File: src/rtl/wdog_pkg.sv
package wdog_pkg;

    localparam int SEL_W = 3;

    // counter clock select codes
    localparam logic [SEL_W-1:0] SEL_DIV_SLOW = 3'd0;
    localparam logic [SEL_W-1:0] SEL_DIV_FAST = 3'd1;
    localparam logic [SEL_W-1:0] SEL_DIV_NONE = 3'd2;

    typedef struct packed {
        logic             en;
        logic             lock;
        logic [SEL_W-1:0] sel;
        logic             idle_stop;
    } wdog_mode_t;

    localparam wdog_mode_t MODE_DEFAULT = '{en: 1'b1, lock: 1'b0,
                                           sel: SEL_DIV_SLOW, idle_stop: 1'b0};

endpackage

File: src/rtl/wdog_prescale.sv
module wdog_prescale
    import wdog_pkg::*;
#(
    parameter int SLOW_DIV = 12,
    parameter int FAST_DIV = 4
) (
    input  logic             clk,
    input  logic             rst_n,
    input  logic             clr,
    input  logic             hold,
    input  logic [SEL_W-1:0] sel,
    output logic             tick
);

    localparam int MAX_DIV = (SLOW_DIV > FAST_DIV) ? SLOW_DIV : FAST_DIV;
    localparam int PW      = (MAX_DIV > 2) ? $clog2(MAX_DIV) : 1;

    typedef struct packed {
        logic [PW-1:0] cnt;
    } pre_st_t;

    pre_st_t       st_d, st_q;
    logic [PW-1:0] lim;
    logic          at_lim;

    always_comb begin
        case (sel)
            SEL_DIV_FAST: lim = PW'(FAST_DIV - 1);
            SEL_DIV_NONE: lim = '0;
            default:      lim = PW'(SLOW_DIV - 1);
        endcase
        at_lim = (st_q.cnt >= lim);
        tick   = !hold && at_lim;
        st_d   = st_q;
        if (clr) begin
            st_d.cnt = '0;
        end else if (!hold) begin
            st_d.cnt = at_lim ? '0 : st_q.cnt + PW'(1);
        end
    end

    always_ff @(posedge clk or negedge rst_n) begin
        if (!rst_n) st_q <= '0;
        else        st_q <= st_d;
    end


    pre_hold_chk: assert property (@(posedge clk) disable iff (!rst_n)
        hold && !clr |=> $stable(st_q.cnt));


    pre_spacing_chk: assert property (@(posedge clk) disable iff (!rst_n)
        tick && sel != SEL_DIV_NONE && !clr |=> !tick);

endmodule

File: src/rtl/wdog_counter.sv
module wdog_counter #(
    parameter int LO_W = 8,
    parameter int HI_W = 8
) (
    input  logic            clk,
    input  logic            rst_n,
    input  logic            clr,
    input  logic            adv,
    output logic [HI_W-1:0] hi,
    output logic            lo_wrap
);

    localparam int CNT_W = LO_W + HI_W;

    typedef struct packed {
        logic [HI_W-1:0] hi;
        logic [LO_W-1:0] lo;
    } cnt_st_t;

    cnt_st_t st_d, st_q;

    always_comb begin
        st_d = st_q;
        if (clr) begin
            st_d = '0;
        end else if (adv) begin
            st_d = cnt_st_t'(st_q + CNT_W'(1));
        end
        hi      = st_q.hi;
        lo_wrap = adv && (&st_q.lo);
    end

    always_ff @(posedge clk or negedge rst_n) begin
        if (!rst_n) st_q <= '0;
        else        st_q <= st_d;
    end


    cnt_hold_chk: assert property (@(posedge clk) disable iff (!rst_n)
        !adv && !clr |=> $stable(st_q));


    cnt_step_chk: assert property (@(posedge clk) disable iff (!rst_n)
        adv && !clr |=> st_q == cnt_st_t'($past(st_q) + CNT_W'(1)));

endmodule

File: src/rtl/wdog_ctrl.sv
module wdog_ctrl
    import wdog_pkg::*;
#(
    parameter int HI_W = 8
) (
    input  logic             clk,
    input  logic             rst_n,
    input  logic             cfg_wr,
    input  logic             cfg_en,
    input  logic             cfg_lock,
    input  logic [SEL_W-1:0] cfg_sel,
    input  logic             cfg_idle_stop,
    input  logic             ofs_wr,
    input  logic [HI_W-1:0]  ofs_data,
    input  logic             kick_wr,
    input  logic             force_wr,
    input  logic             lo_wrap,
    input  logic [HI_W-1:0]  hi,
    output logic [SEL_W-1:0] sel,
    output logic             idle_stop,
    output logic             pulse
);

    typedef struct packed {
        wdog_mode_t      mode;
        logic [HI_W-1:0] ofs;
        logic [HI_W-1:0] match;
        logic            pulse;
    } ctl_st_t;

    localparam ctl_st_t CTL_DEFAULT = '{mode: MODE_DEFAULT, ofs: '0,
                                        match: '0, pulse: 1'b0};

    ctl_st_t st_d, st_q;
    logic    armed;
    logic    deadline;

    always_comb begin
        armed    = st_q.mode.en || st_q.mode.lock;
        deadline = lo_wrap && (hi == st_q.match);
        st_d       = st_q;
        st_d.pulse = armed && (deadline || force_wr);
        if (cfg_wr) begin
            st_d.mode.en   = cfg_en;
            st_d.mode.lock = st_q.mode.lock || cfg_lock;
            if (!armed) begin
                st_d.mode.sel       = cfg_sel;
                st_d.mode.idle_stop = cfg_idle_stop;
            end
        end
        if (ofs_wr)  st_d.ofs   = ofs_data;
        if (kick_wr) st_d.match = hi + st_q.ofs;
        if (st_q.pulse) st_d = CTL_DEFAULT;
    end

    always_ff @(posedge clk or negedge rst_n) begin
        if (!rst_n) st_q <= CTL_DEFAULT;
        else        st_q <= st_d;
    end

    assign sel       = st_q.mode.sel;
    assign idle_stop = st_q.mode.idle_stop;
    assign pulse     = st_q.pulse;


    lock_sticky_chk: assert property (@(posedge clk) disable iff (!rst_n)
        st_q.mode.lock && !st_q.pulse |=> st_q.mode.lock);


    pulse_armed_chk: assert property (@(posedge clk) disable iff (!rst_n)
        st_q.pulse |-> $past(st_q.mode.en || st_q.mode.lock));


    mode_frozen_chk: assert property (@(posedge clk) disable iff (!rst_n)
        armed && !st_q.pulse |=> $stable(st_q.mode.sel) && $stable(st_q.mode.idle_stop));

endmodule

File: src/rtl/wdog_core.sv
module wdog_core
    import wdog_pkg::*;
#(
    parameter int LO_W     = 8,
    parameter int HI_W     = 8,
    parameter int SLOW_DIV = 12,
    parameter int FAST_DIV = 4
) (
    input  logic             clk,
    input  logic             rst_n,
    input  logic             cfg_wr,
    input  logic             cfg_en,
    input  logic             cfg_lock,
    input  logic [SEL_W-1:0] cfg_sel,
    input  logic             cfg_idle_stop,
    input  logic             ofs_wr,
    input  logic [HI_W-1:0]  ofs_data,
    input  logic             kick_wr,
    input  logic             force_wr,
    input  logic             cpu_idle,
    output logic             wdt_rst
);

    logic             tick;
    logic             lo_wrap;
    logic [HI_W-1:0]  hi;
    logic [SEL_W-1:0] sel;
    logic             idle_stop;
    logic             pulse;
    logic             hold;

    assign hold    = idle_stop && cpu_idle;
    assign wdt_rst = pulse;

    wdog_prescale #(.SLOW_DIV(SLOW_DIV), .FAST_DIV(FAST_DIV)) pre_i (
        .clk   (clk),
        .rst_n (rst_n),
        .clr   (pulse),
        .hold  (hold),
        .sel   (sel),
        .tick  (tick)
    );

    wdog_counter #(.LO_W(LO_W), .HI_W(HI_W)) cnt_i (
        .clk     (clk),
        .rst_n   (rst_n),
        .clr     (pulse),
        .adv     (tick),
        .hi      (hi),
        .lo_wrap (lo_wrap)
    );

    wdog_ctrl #(.HI_W(HI_W)) ctl_i (
        .clk           (clk),
        .rst_n         (rst_n),
        .cfg_wr        (cfg_wr),
        .cfg_en        (cfg_en),
        .cfg_lock      (cfg_lock),
        .cfg_sel       (cfg_sel),
        .cfg_idle_stop (cfg_idle_stop),
        .ofs_wr        (ofs_wr),
        .ofs_data      (ofs_data),
        .kick_wr       (kick_wr),
        .force_wr      (force_wr),
        .lo_wrap       (lo_wrap),
        .hi            (hi),
        .sel           (sel),
        .idle_stop     (idle_stop),
        .pulse         (pulse)
    );


    pulse_width_chk: assert property (@(posedge clk) disable iff (!rst_n)
        wdt_rst |=> !wdt_rst);

endmodule

File: config.mk
export PLATFORM = sky130hd
export DESIGN_NAME = wdog_core
export DESIGN_NICKNAME = d
export VERILOG_FILES = /design/src/rtl/wdog_pkg.sv /design/src/rtl/wdog_prescale.sv /design/src/rtl/wdog_counter.sv /design/src/rtl/wdog_ctrl.sv /design/src/rtl/wdog_core.sv
export SDC_FILE = /design/constraint.sdc
export NUM_CORES = 1
export LEC_CHECK = 0
export CAP_MARGIN = 20
export CORE_ASPECT_RATIO = 1.5
export CORE_MARGIN = 2
export CORE_UTILIZATION = 57
export CTS_BUF_LIST = sky130_fd_sc_hd__clkbuf_8
export DETAILED_ROUTE_END_ITERATION = 7
export PLACE_DENSITY_LB_ADDON = 0.05
export SETUP_SLACK_MARGIN = 0.5
export SKIP_LAST_GASP = 1
export SYNTH_ARGS = -nofsm -noshare
export SYNTH_HDL_FRONTEND = slang
export SYNTH_SLANG_ARGS = --single-unit
export TNS_END_PERCENT = 50
File: constraint.sdc
create_clock -name clk -period 5.85 [get_ports clk]
set_input_delay 1.4625 -clock clk [delete_from_list [all_inputs] [get_ports clk]]
set_output_delay 1.4625 -clock clk [all_outputs]
set_load 0.005 [all_outputs]
==> metrics.txt <==
peak supply drop 0.2778 mV; outcome complete, no violations; power density over the cells ~310 mW/mm^2; sequential-to-total area share from yosys stat 0.3815; Non-Filler Instances 358; Slew headroom 0.3546; Worst-Margin Slew a little under 1 ns; Core Area 0.004810 mm^2; CTS H-tree depth 2; clk sinks between 40 and 50; WL/cell 16.08 um; CTS buffer count 5; Remaining DRCs 0; WS Path Type in -> reg; RSZ-0062 raised after global routing no; Max Clock Skew 0.01333 ns; highest-count cells in the layout ignoring fill and taps 41 x dfrtp_1, 35 x nor2_1, 20 x clkdlybuf4s50_1; placed cell areas around 0.0031 mm^2; asr flop ratio synth 1.000; Max stage delay on crit path around 0.74 ns; hold_buf cts 0; hold path depth 2; hpwl dp 4.093 mm; DR vias/cell between 5 and 6; setup TNS 0 ns; ant diodes 0; Synth Register Bits 43; main flop type after synthesis dfrtp_1; CP Capture Type register; Final Max Tran Viols 0; Tot Pwr 0.9771 mW; type of origin of the critical path primary input; R2R depth 7; clock slew at the register clock pins of the worst setup and hold paths ~0.090 ns; die width 61.47 um; Hold WC Path Type reg -> reg; GRT Util Overall 0.2315; drt first pass iters 4; crit path cell chain clkdlybuf4s50_1 > and4_4 > or4_1; Final min period 2.866 ns; Design Area, Final ~0.0032 mm^2; WP data arrival slightly above 3 ns; first-pass GRT wire length between 9 and 10 mm; GP Congestion between 0.8 and 0.9; period utilization 0.4899; worst-skew pair later-pin latency 0.30 ns; syn nets 309; initial antenna violation count 0; Post-synth EDFFs 0; Clock Tree Buf Depth 2; Post-Syn Area approximately 0.0028 mm^2; largest net degree at the start of global routing 65; Die ar. 0.005545 mm^2; Mapped Cells about 280; Initial DRC Count 114; total grt overflow 0; Hold Vio Cnt, Final 0; Yosys warning total 0; final setup fails 0; crit path max fanout 19; Synth cell types 61; CTS tree built; Resize count post-CTS 0; Post-CTS Setup Inserts 0; Initial Util 0.5871; Layout Nets 325; slowest CP cell clkdlybuf4s50_1; cell row count 31; die height around 90 um; max_cap viols 0; Syn Area/Cell 10.27 um^2; via count roughly 2100; Final ANT Viol Nets 0; P&R area growth vs syn 12.85%; Port Buf Inserts 21; worst hold margin approximately 0.52 ns; layout cells sized above 1 0.1541; Root Buffer clkbuf_8; P_leak roughly 1.3 nW; vias in the first global route 2158; commonest non-fill, non-tap cell in the layout dfrtp_1; Fmax ~350 MHz; # IOs 22; placed cell count 350; drt total wl between 5 and 6 mm; Crit path required time about 6.0 ns
==> cell type report <==
type | count | area (um^2)
inverters | 6 | 22.52
well taps | 66 | 82.58
clock inverters | 3 | 63.81
fillers | 442 | 1623
flip-flops and latches | 43 | 1079
clock buffers | 5 | 68.82
repair buffers | 24 | 227.7
multi-input cells | 211 | 1643
==> metrics by stage <==
stage	util	setup slack (ns)
floorplan	-	3.365
global placement	0.6350	2.691
detailed placement	0.6350	2.677
CTS	0.6626	2.995
global route	0.6626	2.892
finish	0.6626	2.984
==> cells in the mapped netlist (all sizes together) (2+ instances only) <==
master / instances / area (um^2)
or3b: 2 / 17.52
nor3b: 2 / 15.01
mux2: 12 / 172.7
o221ai: 2 / 17.52
nand3: 16 / 85.08
nor2b: 15 / 93.84
nor3: 3 / 15.01
ha: 12 / 150.1
a21oi: 13 / 65.06
nor4b: 3 / 45.04
nor4: 8 / 93.84
a211oi: 5 / 42.54
and3: 2 / 13.77
nand4: 5 / 46.29
xnor2: 10 / 87.58
o21bai: 2 / 18.77
or3: 3 / 18.77
and4: 2 / 20.02
o31ai: 3 / 22.52
nand2: 8 / 30.03
o21ai: 4 / 20.01
buf: 11 / 66.31
a2111oi: 2 / 36.29
clkbuf: 4 / 15.01
mux2i: 14 / 140.1
nand2b: 4 / 32.53
inv: 6 / 22.52
dfrtp: 42 / 1051
o211ai: 4 / 30.03
nor2: 35 / 131.4
xor2: 2 / 17.52
or4: 4 / 30.03
==> report_power, final <==
group          leakage, nW  internal [mW]  switching, mW  total [mW]
logic                0.708          0.134          0.195       0.328
clock network       0.0695          0.169          0.102       0.271
registers            0.571          0.336         0.0412       0.378
total                 1.35          0.639          0.338       0.977
==> per-layer routing <==
layer | global-route usage | routed length, um | up-vias
met4 | 0.08688 | 146 | 0
li1 | - | - | 1037
met1 | 0.2724 | 2380 | 1051
met2 | 0.4043 | 3090 | 33
met5 | 0 | 0 | -
met3 | 0.03597 | 140 | 10
==> sequential cells by signal, summed over array words and instances (netlist names) <==
| name | flops |
|---|---|
| cnt_i.hi | 8 |
| cnt_i.st_q | 8 |
| ctl_i.idle_stop | 1 |
| ctl_i.pulse | 1 |
| ctl_i.sel | 3 |
| ctl_i.st_q | 18 |
| pre_i.st_q | 4 |
==> worst max-delay path: cells and delay by family <==
| family | cells | cell delay, ns |
|---|---|---|
| buf+inv | 1 | 0.74 |
| simple gates | 2 | 0.83 |
==> cell families after synthesis <==
logic type,synth area share
AND/OR/NAND/NOR,0.2623
adder cells (fa/ha/maj),0.06026
flip-flops,0.3815
XOR/XNOR,0.03722
AO/OA/AOI/OAI,0.1112
multiplexers,0.1108
buffers and inverters,0.03677
==> worst paths after layout <==
check | startpoint | to | slack [ns]
max | kick_wr | ctl_i.st_q[6]$_DFFE_PN0P_ | 2.98
min | ctl_i.st_q[21]$_DFFE_PN0P_ | ctl_i.st_q[21]$_DFFE_PN0P_ | 0.52
max reg2reg | ctl_i.sel[0]$_DFFE_PN0P_ | cnt_i.hi[1]$_DFFE_PN0P_ | 3.35
min reg2reg | ctl_i.st_q[21]$_DFFE_PN0P_ | ctl_i.st_q[21]$_DFFE_PN0P_ | 0.52
max in group asynchronous | rst_n | ctl_i.pulse$_DFF_PN0_ | 3.86
min in group asynchronous | rst_n | ctl_i.st_q[8]$_DFFE_PN0P_ | 1.30
No activity file was read; power rests on OpenSTA's default activity.
